==> config.mk <==
export PLATFORM = sky130hd
export DESIGN_NAME = wbag_top
export DESIGN_NICKNAME = d
export VERILOG_FILES = /design/src/rtl/wbag_pkg.sv /design/src/rtl/wbag_seq_map.sv /design/src/rtl/wbag_ctrl.sv /design/src/rtl/wbag_beat_gen.sv /design/src/rtl/wbag_top.sv
export SDC_FILE = /design/constraint.sdc
export NUM_CORES = 1
export LEC_CHECK = 0
export BUFFER_PORTS_ARGS = -buffer_cell sky130_fd_sc_hd__buf_2
export CAP_MARGIN = 10
export CORE_UTILIZATION = 50
export CTS_BUF_LIST = sky130_fd_sc_hd__clkbuf_8
export CTS_CLUSTER_SIZE = 12
export DETAILED_ROUTE_END_ITERATION = 12
export GPL_TIMING_DRIVEN = 0
export PLACE_DENSITY_LB_ADDON = 0.3
export SLEW_MARGIN = 20
export SYNTH_ARGS = -nofsm -noshare
export SYNTH_HDL_FRONTEND = slang
export SYNTH_SLANG_ARGS = --single-unit
export TNS_END_PERCENT = 5
==> constraint.sdc <==
create_clock -name clk -period 5.25 [get_ports clk]
set_clock_uncertainty 0.1 [all_clocks]
set_input_delay 0.7875 -clock clk [delete_from_list [all_inputs] [get_ports clk]]
set_output_delay 0.7875 -clock clk [all_outputs]
set_load 0.02 [all_outputs]
==> src/rtl/wbag_pkg.sv <==
package wbag_pkg;

    typedef enum logic [1:0] {
        EXT_LEN4      = 2'd0,
        EXT_LEN8      = 2'd1,
        EXT_LEN16     = 2'd2,
        EXT_LEN16_ALT = 2'd3
    } ext_len_e;

    // Per-burst mode captured at request acceptance
    typedef struct packed {
        logic       ext_wrap;
        logic       single_beat;
        logic [2:0] len_lg;
    } beat_mode_t;

    // Address taps evaluated by the beat generator
    localparam int TAP_PREV = 0;
    localparam int TAP_CUR  = 1;
    localparam int TAP_NEXT = 2;
    localparam int TAP_WIN  = 3;
    localparam int NUM_TAPS = 4;

    function automatic logic [2:0] len_log2(ext_len_e code);
        case (code)
            EXT_LEN4: return 3'd2;
            EXT_LEN8: return 3'd3;
            default:  return 3'd4;
        endcase
    endfunction

    function automatic logic is_pow2(logic [7:0] v);
        return (v != 8'd0) && ((v & (v - 8'd1)) == 8'd0);
    endfunction

endpackage

==> src/rtl/wbag_seq_map.sv <==
// Maps a linear beat index onto the internal burst order (linear or wrapped).
module wbag_seq_map #(
    parameter int ADDR_W = 24,
    parameter int IDX_W  = 5
) (
    input  logic [ADDR_W-1:0] start_addr,
    input  logic [ADDR_W-1:0] wrap_mask,
    input  logic [IDX_W-1:0]  index,
    output logic [ADDR_W-1:0] addr
);
    logic [ADDR_W-1:0] lin;

    always_comb begin
        lin  = start_addr + ADDR_W'(index);
        addr = (start_addr & ~wrap_mask) | (lin & wrap_mask);
    end
endmodule

==> src/rtl/wbag_ctrl.sv <==
// Request capture, burst context and beat index.
module wbag_ctrl
    import wbag_pkg::*;
#(
    parameter int ADDR_W = 24,
    parameter int BEAT_W = 4,
    parameter int IDX_W  = BEAT_W + 1
) (
    input  logic              clk,
    input  logic              rst,
    input  logic              req_valid,
    input  logic [ADDR_W-1:0] req_addr,
    input  logic [BEAT_W-1:0] req_beats,
    input  logic              req_wrap,
    input  logic [1:0]        cfg_len,
    input  logic              cfg_ext_wrap,
    input  logic              cfg_page_rd,
    input  logic              cfg_muxed,
    input  logic              beat_fire,
    output logic              busy,
    output logic [ADDR_W-1:0] start_addr,
    output logic [ADDR_W-1:0] wrap_mask,
    output logic [IDX_W-1:0]  last_idx,
    output beat_mode_t        mode,
    output logic [IDX_W-1:0]  idx
);
    logic              accept;
    logic [BEAT_W:0]   nbeats32;
    logic [IDX_W-1:0]  last_idx_d;
    logic              wrap_ok;
    logic              single_d;
    beat_mode_t        mode_d;

    always_comb begin
        accept     = req_valid && !busy;
        nbeats32   = {1'b0, req_beats} + {{BEAT_W{1'b0}}, 1'b1};
        last_idx_d = IDX_W'({req_beats, 1'b1});
        wrap_ok    = req_wrap && is_pow2(8'(nbeats32));
        single_d   = cfg_page_rd && cfg_muxed;
        mode_d.single_beat = single_d;
        mode_d.ext_wrap    = cfg_ext_wrap && !single_d;
        mode_d.len_lg      = len_log2(ext_len_e'(cfg_len));
    end

    always_ff @(posedge clk) begin
        if (rst) begin
            busy       <= 1'b0;
            idx        <= '0;
            start_addr <= '0;
            wrap_mask  <= '0;
            last_idx   <= '0;
            mode       <= '0;
        end else if (accept) begin
            busy       <= 1'b1;
            idx        <= '0;
            start_addr <= req_addr & ~ADDR_W'(1);
            wrap_mask  <= wrap_ok ? ADDR_W'(last_idx_d) : {ADDR_W{1'b1}};
            last_idx   <= last_idx_d;
            mode       <= mode_d;
        end else if (busy && beat_fire) begin
            if (idx == last_idx) begin
                busy <= 1'b0;
            end else begin
                idx <= idx + IDX_W'(1);
            end
        end
    end

    assert_idx_in_range_R2: assert property (@(posedge clk) disable iff (rst)
        busy |-> (idx <= last_idx));

    assert_ctx_held_R11: assert property (@(posedge clk) disable iff (rst)
        busy |=> ($stable(start_addr) && $stable(mode) && $stable(last_idx)
                  && $stable(wrap_mask)));

endmodule

==> src/rtl/wbag_beat_gen.sv <==
// Address and first/last marking for the current beat.
module wbag_beat_gen
    import wbag_pkg::*;
#(
    parameter int ADDR_W = 24,
    parameter int IDX_W  = 5
) (
    input  logic [ADDR_W-1:0] start_addr,
    input  logic [ADDR_W-1:0] wrap_mask,
    input  logic [IDX_W-1:0]  last_idx,
    input  beat_mode_t        mode,
    input  logic [IDX_W-1:0]  idx,
    output logic [ADDR_W-1:0] addr,
    output logic              first,
    output logic              last
);
    logic [ADDR_W-1:0] lmask;
    logic [IDX_W-1:0]  lmask_i;
    logic [IDX_W-1:0]  k;
    logic [IDX_W-1:0]  taps     [NUM_TAPS];
    logic [ADDR_W-1:0] tap_addr [NUM_TAPS];

    always_comb begin
        lmask          = (ADDR_W'(1) << mode.len_lg) - ADDR_W'(1);
        lmask_i        = IDX_W'(lmask);
        k              = idx & lmask_i;
        taps[TAP_PREV] = idx - IDX_W'(1);
        taps[TAP_CUR]  = idx;
        taps[TAP_NEXT] = idx + IDX_W'(1);
        taps[TAP_WIN]  = idx & ~lmask_i;
    end

    for (genvar t = 0; t < NUM_TAPS; t++) begin : g_tap
        wbag_seq_map #(
            .ADDR_W(ADDR_W),
            .IDX_W (IDX_W)
        ) u_map (
            .start_addr(start_addr),
            .wrap_mask (wrap_mask),
            .index     (taps[t]),
            .addr      (tap_addr[t])
        );
    end

    always_comb begin
        logic [ADDR_W-1:0] a_prev, a_cur, a_next, a_win;
        a_prev = tap_addr[TAP_PREV];
        a_cur  = tap_addr[TAP_CUR];
        a_next = tap_addr[TAP_NEXT];
        a_win  = tap_addr[TAP_WIN];
        if (mode.single_beat) begin
            addr  = a_cur;
            first = 1'b1;
            last  = 1'b1;
        end else if (mode.ext_wrap) begin
            addr  = (a_win & ~lmask) | ((a_win + ADDR_W'(k)) & lmask);
            first = (k == '0);
            last  = (k == lmask_i) || (idx == last_idx);
        end else begin
            addr  = a_cur;
            first = (idx == '0) || ((a_cur & lmask) == '0)
                    || (a_cur != a_prev + ADDR_W'(1));
            last  = (idx == last_idx) || ((a_next & lmask) == '0)
                    || (a_next != a_cur + ADDR_W'(1));
        end
    end
endmodule

==> src/rtl/wbag_top.sv <==
module wbag_top
    import wbag_pkg::*;
#(
    parameter int ADDR_W      = 24,
    parameter int MAX_IBEATS  = 16,
    localparam int BEAT_W     = $clog2(MAX_IBEATS),
    localparam int IDX_W      = BEAT_W + 1
) (
    input  logic              clk,
    input  logic              rst,
    input  logic              req_valid,
    output logic              req_ready,
    input  logic [ADDR_W-1:0] req_addr,
    input  logic [BEAT_W-1:0] req_beats,
    input  logic              req_wrap,
    input  logic [1:0]        cfg_len,
    input  logic              cfg_ext_wrap,
    input  logic              cfg_page_rd,
    input  logic              cfg_muxed,
    output logic              beat_valid,
    input  logic              beat_ready,
    output logic [ADDR_W-1:0] beat_addr,
    output logic              beat_first,
    output logic              beat_last
);
    logic              busy;
    logic              beat_fire;
    logic [ADDR_W-1:0] start_addr;
    logic [ADDR_W-1:0] wrap_mask;
    logic [IDX_W-1:0]  last_idx;
    logic [IDX_W-1:0]  idx;
    beat_mode_t        mode;
    logic [ADDR_W-1:0] win_mask;

    assign beat_valid = busy;
    assign req_ready  = !busy;
    assign beat_fire  = busy && beat_ready;
    assign win_mask   = (ADDR_W'(1) << mode.len_lg) - ADDR_W'(1);

    wbag_ctrl #(
        .ADDR_W(ADDR_W),
        .BEAT_W(BEAT_W),
        .IDX_W (IDX_W)
    ) u_ctrl (
        .clk         (clk),
        .rst         (rst),
        .req_valid   (req_valid),
        .req_addr    (req_addr),
        .req_beats   (req_beats),
        .req_wrap    (req_wrap),
        .cfg_len     (cfg_len),
        .cfg_ext_wrap(cfg_ext_wrap),
        .cfg_page_rd (cfg_page_rd),
        .cfg_muxed   (cfg_muxed),
        .beat_fire   (beat_fire),
        .busy        (busy),
        .start_addr  (start_addr),
        .wrap_mask   (wrap_mask),
        .last_idx    (last_idx),
        .mode        (mode),
        .idx         (idx)
    );

    wbag_beat_gen #(
        .ADDR_W(ADDR_W),
        .IDX_W (IDX_W)
    ) u_gen (
        .start_addr(start_addr),
        .wrap_mask (wrap_mask),
        .last_idx  (last_idx),
        .mode      (mode),
        .idx       (idx),
        .addr      (beat_addr),
        .first     (beat_first),
        .last      (beat_last)
    );

    assert_stall_hold_R9: assert property (@(posedge clk) disable iff (rst)
        (beat_valid && !beat_ready) |=> (beat_valid && $stable(beat_addr)
            && $stable(beat_first) && $stable(beat_last)));

    assert_take_opens_burst_R2: assert property (@(posedge clk) disable iff (rst)
        (req_valid && req_ready) |=> (beat_valid && beat_first));

    assert_last_then_first_R7: assert property (@(posedge clk) disable iff (rst)
        (beat_valid && beat_ready && beat_last) |=> (!beat_valid || beat_first));

    assert_linear_step_R7: assert property (@(posedge clk) disable iff (rst)
        (beat_valid && beat_ready && !beat_last && !mode.ext_wrap)
            |=> (!beat_first && beat_addr == $past(beat_addr) + ADDR_W'(1)));

    assert_wrap_window_R8: assert property (@(posedge clk) disable iff (rst)
        (beat_valid && beat_ready && !beat_last && mode.ext_wrap)
            |=> (!beat_first && ((beat_addr & ~win_mask) == ($past(beat_addr) & ~win_mask))));

endmodule

[After elaboration in Yosys (flattened, before gate mapping)]
Index checks and enable logic that the tools add are counted.
Widths: inputs -> output; s select.
Cells by class
  add/subtract/negate cells: 12
  $mul: 0
  div/mod/pow operators: 0
  $lt $le $gt $ge: 0
  equality and inequality tests: 5
  shift-type cells: 1
  muxes and demuxes: 11
  bitwise operators: 21
  reduce and logical (&&, ||, !) cells: 26
Operators with widths (count)
  $and 24x24->24: 9
  $add 24x5->24: 5
  $or 24x24->24: 5
  $mux 24: 3
  $add 24x1->24 const B: 2
  $logic_not 24->1: 2
  $ne 24x24->1: 2
  $not 24->24: 2
  $shl 1x3->24 const A: 1
  $sub 24x2->24 const B: 1
  $and 5x5->5: 2
  $eq 5x5->1: 2
  $logic_not 5->1: 2
  $and 5x8->8: 1
  $logic_not 8->1: 1
  $logic_and 1x1->1: 7
  $mux 1: 7
  $pmux 3 s2: 1
  $sub 5x1->6 const B: 1
  $add 4x1->5 const B: 1
  $add 5x1->5 const B: 1
  $logic_or 1x1->1: 5
  $not 5->5: 1
  $reduce_bool 5->1: 1
  8 further kinds: 11
Word-level totals
  bits in registers: 63
  bits in latches: 0
  RAM bits: 0
  ROM bits: 0
  bits of input ports: 38
  word-level logic and storage cells: 84
  memories: 0

[Longest topological paths before layout]
  word-level depth: 12
  depth in mapped cells: 16
  mapped depth without buffers: 15

[Modules after synthesis]
Synthesis repeated with hierarchy kept, for this count alone.
Unflattened totals
  cell total of the unflattened synthesis: 977
  area total of the unflattened synthesis: 7557.2 um2
Modules (own cells, without submodules)
  wbag_seq_map: times used 4, cells an instance 94, area each 729.4 um2, sequential area each 0.0 um2
  wbag_beat_gen: times used 1, cells an instance 422, area each 2793.9 um2, sequential area each 0.0 um2
  wbag_ctrl: times used 1, cells an instance 177, area each 1835.5 um2, sequential area each 880.8 um2
  wbag_top: times used 1, cells an instance 2, area each 10.0 um2, sequential area each 0.0 um2

[Worst setup path after synthesis]
No wires, ideal clock.
  path kind: reg2out
  start: register u_ctrl.mode[2] (netlist name)
  end: output port beat_addr[6]
  arrival time: 3.422 ns
  setup slack: 0.940 ns
  stages on the path, launching flop included: 16
  path through: dfxtp_1 clkbuf_1 clkbuf_1 nor3_1 ha_1 inv_1 fa_1 nand2b_1 a31o_2 ha_1 a21oi_1 nor2b_1 nor2_1 or4_1 a31o_2 xnor2_1
Between the ends
  longest elaborated chain between the ends: 12
  elaborated cells between the ends (all ways): 15
  classes of those cells: add/sub (3); shift (1); mux (2); bitwise (9)
Ends and longest elaborated chain
  $shl 1x3->24 (*): RTL line wbag_beat_gen.sv:24  | lmask = (ADDR_W'(1) << mode.len_lg) - ADDR_W'(1);
  $sub 24x2->24 (*): RTL line wbag_beat_gen.sv:24
  $not 5->5: RTL line wbag_beat_gen.sv:30  | taps[TAP_WIN] = idx & ~lmask_i;
  $and 5x5->5: RTL line wbag_beat_gen.sv:30
  $add 24x5->24: RTL line wbag_seq_map.sv:14  | lin = start_addr + ADDR_W'(index);
  $and 24x24->24: RTL line wbag_seq_map.sv:15  | addr = (start_addr & ~wrap_mask) | (lin & wrap_mask);
  $or 24x24->24: RTL line wbag_seq_map.sv:15
  $add 24x5->24: RTL line wbag_beat_gen.sv:56  | addr = (a_win & ~lmask) | ((a_win + ADDR_W'(k)) & lmask);
  $and 24x24->24: RTL line wbag_beat_gen.sv:56
  $or 24x24->24 (*): RTL line wbag_beat_gen.sv:56
  $mux 24 (*): RTL line wbag_beat_gen.sv:55  | end else if (mode.ext_wrap) begin
  $mux 24 (*): RTL line wbag_beat_gen.sv:51  | if (mode.single_beat) begin
  end, declared: RTL line wbag_top.sv:22  | output logic [ADDR_W-1:0] beat_addr,
Every way passes the cells marked *; elsewhere a longest branch is shown, timed or not.

[Final worst setup path]
  start: register u_ctrl.mode[2] (netlist name)
  end: output port beat_addr[23]
Between the ends
  longest elaborated chain between the ends: 12
  elaborated cells between the ends (all ways): 15
  classes of those cells: add/sub (3); shift (1); mux (2); bitwise (9)
Ends and longest elaborated chain (RTL line)
  $shl 1x3->24 (*): wbag_beat_gen.sv:24
  $sub 24x2->24 (*): wbag_beat_gen.sv:24
  $not 5->5: wbag_beat_gen.sv:30
  $and 5x5->5: wbag_beat_gen.sv:30
  $add 24x5->24: wbag_seq_map.sv:14
  $and 24x24->24: wbag_seq_map.sv:15
  $or 24x24->24: wbag_seq_map.sv:15
  $add 24x5->24: wbag_beat_gen.sv:56
  $and 24x24->24: wbag_beat_gen.sv:56
  $or 24x24->24 (*): wbag_beat_gen.sv:56
  $mux 24 (*): wbag_beat_gen.sv:55
  $mux 24 (*): wbag_beat_gen.sv:51
Marked as above.

==> flow_metrics.env <==
export IMPL_vias_in_the_first_global_route=4543
export IMPL_netlist_instances=633
export IMPL_die_h_microns=99.1
export IMPL_yosys_register_bits=44
export IMPL_post_route_drc_count=0
export IMPL_core_rowCount=35
export IMPL_ios=66
export IMPL_ff2ff_path_depth=9
export IMPL_buffer_and_inverter_count_on_the_worst_path=3
export IMPL_cp_startpoint="u_ctrl.mode[2]"
export IMPL_numCtsBuffers=5
export IMPL_critical_path_endpoint_type="output pin"
export IMPL_netSwitchingFraction_pct=38.3
export IMPL_count_of_buffers_added_by_post_cts_timing_repair_for_setup=0
export IMPL_run_status="finished clean"
export IMPL_rr_endpoint="u_ctrl.idx[2]"
export IMPL_clkTransAtPathRegs_ns=0.09
export IMPL_postSynth_asyncResetShare_pct=0
export IMPL_1st_iter_drt_viols=404
export IMPL_rsz_0062_raised_after_global_routing="false"
export IMPL_antenna_violating_nets_post_route=0
export IMPL_total_power_w=0.000937
export IMPL_final_worst_path_setup_slack_ns=0.191
export IMPL_power_per_cell_area_mw_per_mm2=178
export IMPL_hp_class="reg -> reg"
export IMPL_coreArea_sq_mm=0.00920
export IMPL_grt_usage_pct=28.9
export IMPL_synth_net_count=708
export IMPL_leakage_nw=2.18
export IMPL_routed_wl_mm=14.1
export IMPL_reg2reg_setup_slack_ns=2.59
export IMPL_timing_critical_path_depth=17
export IMPL_period_minus_slack_ns=5.06
export IMPL_stdcell_area_sq_mm=0.00526
export IMPL_wl_per_cell_microns=17.3
export IMPL_route_vias_total=4957
export IMPL_cts_path_max_buffers=2
export IMPL_post_drt_via_cell_ratio=6.08
export IMPL_synth_top_area_cell="sky130_fd_sc_hd__dfxtp_1"
export IMPL_synth_distinct_cells=75
export IMPL_antenna_violations_before_repair=0
export IMPL_slowest_stage="sky130_fd_sc_hd__ha_1"
export IMPL_net_switching_power_w=0.000359
export IMPL_peakVddDrop_mv=0.189
export IMPL_num_antenna_cells=0
export IMPL_criticalPathCategory="reg -> out"
export IMPL_timing_final_hold_violations=0
export IMPL_clock_tree_from_tritoncts="built"
export IMPL_nFillCells=888
export IMPL_worst_endpoint_required_ns=4.36
export IMPL_placed_cell_area_sq_mm=0.00517
export IMPL_share_of_power_burned_in_the_clock_network_pct=22.7
export IMPL_synth_top_area_share_pct=18.7
export IMPL_crit_path_frequent_cell="sky130_fd_sc_hd__nand2_1"
export IMPL_cts_htree_levels=2
export IMPL_start_util_pct=51.3
export IMPL_synth_area_top_cells="sky130_fd_sc_hd__dfxtp_1 (19%), sky130_fd_sc_hd__ha_1 (8.5%), sky130_fd_sc_hd__xnor2_1 (8.0%)"
export IMPL_fin_setup_tns_ns=0
export IMPL_yosys_warnings=0
export IMPL_setup_failing_eps_final=0
export IMPL_grt_max_degree=14
export IMPL_tightest_slew_ns=0.736
export IMPL_critical_path_max_stage_delay_ns=0.36
export IMPL_cts_hold_repair_buffers=0
export IMPL_syn_area_per_cell_sq_um=7.45
export IMPL_internal_power_w=0.000578
export IMPL_worst_slew_margin_rel_pct=50.6
export IMPL_place_ws_ns=0.440
export IMPL_synthesis_area_sq_mm=0.00472
export IMPL_dp_hpwl_mm=11.3
export IMPL_critical_path_top_delay_family="compound AO/OA/AOI/OAI gates"
export IMPL_gp_congestion=0.984
export IMPL_ys_seq_area_share_pct=18.7
export IMPL_worst_ep_arrival_time_ns=4.17
export IMPL_drv_max_cap_violation_count=0
export IMPL_max_freq_ghz=0.198
export IMPL_layout_drive_gt1_share_pct=16.5
export IMPL_setup_worst_path_end="beat_addr[23]"
export IMPL_crit_share_post_route_pct=96.4
export IMPL_cts_sink_count=44
export IMPL_numPortBuffers=64
export IMPL_first_pass_grt_wire_length_mm=22.4
export IMPL_final_nets=779
export IMPL_timing_final_max_slew_violations=0
export IMPL_ys_flop_type="sky130_fd_sc_hd__dfxtp_1"
export IMPL_cts_root_buffer_cell="sky130_fd_sc_hd__clkbuf_8"
export IMPL_area_growth_pct=11.6
export IMPL_synth_edf_count=0
export IMPL_die_w_microns=99.1
export IMPL_combPwrFrac_pct=36.0
export IMPL_total_iterations_of_the_first_detailed_routing_run=5
export IMPL_sequential_share_of_power_pct=41.4
export IMPL_clock_insertion_delay_worst_skew_ns=0.31
export IMPL_critPathMaxFanout=10
export IMPL_die_area_sq_mm=0.00982
export IMPL_overflow=0
export IMPL_r2r_start="u_ctrl.idx[0]"
export IMPL_cell_by_cell_trace_of_the_critical_path="clkbuf_1, clkbuf_2, nor3_1, ha_1, a21oi_1, o21ai_0, xor2_1, nand2_1, nand2_1, ha_1, nand2_1, o21ai_1, nand2_1, or2_1, o311a_1, a211o_1, buf_2"
export IMPL_worst_setup_path_start_kind="flop"
power by group through the flow:
stage / Combinational, W / Sequential (W) / Clock [W]
2_1_floorplan: 0.000242 / 0.000383 / 0
3_3_place_gp: 0.000322 / 0.000392 / 0
3_5_place_dp: 0.000332 / 0.000394 / 0
4_1_cts: 0.000334 / 0.000386 / 0.000211
5_1_grt: 0.000367 / 0.000390 / 0.000225
6_report: 0.000337 / 0.000388 / 0.000212
worst register-to-register path, cell delays in order, from the launching register on:
cell and delay, ns:
sky130_fd_sc_hd__dfxtp_1 0.37, sky130_fd_sc_hd__clkbuf_1 0.29, sky130_fd_sc_hd__inv_1 0.17, sky130_fd_sc_hd__ha_1 0.31, sky130_fd_sc_hd__o21ai_0 0.09, sky130_fd_sc_hd__nor4_2 0.64
sky130_fd_sc_hd__nor2_1 0.22, sky130_fd_sc_hd__nand2_1 0.14, sky130_fd_sc_hd__xor2_1 0.16, sky130_fd_sc_hd__nor2_1 0.05
cells by family (layout without fill, tap and decap cells):
logic type                 after synthesis  in the layout  share of synthesized area (%)
and+or+nand+nor                        238            238                           25.6
AOI/OAI and AO/OA                      174            174                           24.5
xor gates and xnor gates                64             64                           11.9
buffers and inverters                   61            132                           5.39
DFF                                     44             44                           18.7
adders and majority gates               37             37                           10.6
muxes                                   15             15                           3.40
worst min-delay path by stage:
| stage | slack (ns) | depth (start not counted) | endpoint | from |
|---|---|---|---|---|
| finish | 0.38 | 2 | u_ctrl.last_idx[3] | u_ctrl.last_idx[3] |
| CTS | 0.38 | 2 | u_ctrl.last_idx[3] | u_ctrl.last_idx[3] |
| global route | 0.39 | 2 | u_ctrl.last_idx[3] | u_ctrl.last_idx[3] |
| global placement | 0.36 | 2 | u_ctrl.last_idx[3] | u_ctrl.last_idx[3] |
| floorplan | 0.34 | 2 | u_ctrl.last_idx[2] | u_ctrl.last_idx[2] |
| detailed placement | 0.37 | 2 | u_ctrl.last_idx[3] | u_ctrl.last_idx[3] |
per-stage QoR:
| step | instances | hold slack [ns] | utilization [%] |
|---|---|---|---|
| 3_5_place_dp | 808 | 0.369 | 56.3 |
| 4_1_cts | 815 | 0.381 | 57.2 |
| 3_3_place_gp | 808 | 0.355 | 56.3 |
| 2_1_floorplan | 633 | 0.344 | - |
| 6_report | 815 | 0.382 | 57.2 |
| 5_1_grt | 815 | 0.386 | 57.2 |
synth_stat cells, drive strengths merged (7+ instances only):
cell type and count:
o211ai 9, mux2 8, dfxtp 44, nand2 97, and3 10, mux2i 7
inv 24, nor3 11, nor2 35, nand3 18, o21ai 32, buf 14
xor2 21, nor2b 8, a21oi 62, clkbuf 23, nand2b 10, a21o 10
nand4 14, nand3b 7, xnor2 43, ha 32, a211oi 11
timing repair:
item / in CTS / in global routing
gates resized for setup: 0 / 8
endpoints found under the hold margin: 0 / 0
endpoints found under the setup margin: 0 / 4
placed cells by master, fill, tap and decap left out, types with 8 or more instances in the layout:
master	instances
sky130_fd_sc_hd__xnor2_1	43
sky130_fd_sc_hd__nand2_1	96
sky130_fd_sc_hd__a21o_1	10
sky130_fd_sc_hd__o21ai_0	27
sky130_fd_sc_hd__nand3_1	18
sky130_fd_sc_hd__nor3_1	10
sky130_fd_sc_hd__mux2_2	8
sky130_fd_sc_hd__clkbuf_1	19
sky130_fd_sc_hd__o211ai_1	8
sky130_fd_sc_hd__dfxtp_1	44
sky130_fd_sc_hd__ha_1	32
sky130_fd_sc_hd__nor2b_1	8
sky130_fd_sc_hd__a21oi_1	59
sky130_fd_sc_hd__nand4_1	14
sky130_fd_sc_hd__nand2b_1	10
sky130_fd_sc_hd__buf_2	71
sky130_fd_sc_hd__inv_1	24
sky130_fd_sc_hd__xor2_1	21
sky130_fd_sc_hd__nor2_1	34
sky130_fd_sc_hd__and3_1	10
metal layers:
| layer | track usage (%) | wire length, microns | vias to the layer above |
|---|---|---|---|
| li1 | - | - | 2411 |
| met1 | 37.9 | 6120 | 2308 |
| met2 | 49.3 | 6590 | 201 |
| met3 | 2.11 | 926 | 37 |
| met4 | 12.0 | 505 | 0 |
| met5 | 0 | 0 | - |
cell type report:
type,count,area (sq um),area share (%)
multi-input cells,528,3580,68.1
flip-flops and latches,44,881,16.7
repair buffers,64,320,6.09
plain buffers,37,168,3.19
well taps,111,139,2.64
inverters,24,90.1,1.71
clock buffers,5,68.8,1.31
clock inverters,2,12.5,0.238
sequential cells by signal (all words and copies together) (netlist names):
register / cells
u_ctrl.start_addr: 23
u_ctrl.last_idx: 5
u_ctrl.busy: 1
u_ctrl.wrap_mask: 5
u_ctrl.mode: 5
u_ctrl.idx: 5
No activity file was read; power rests on OpenSTA's default activity.
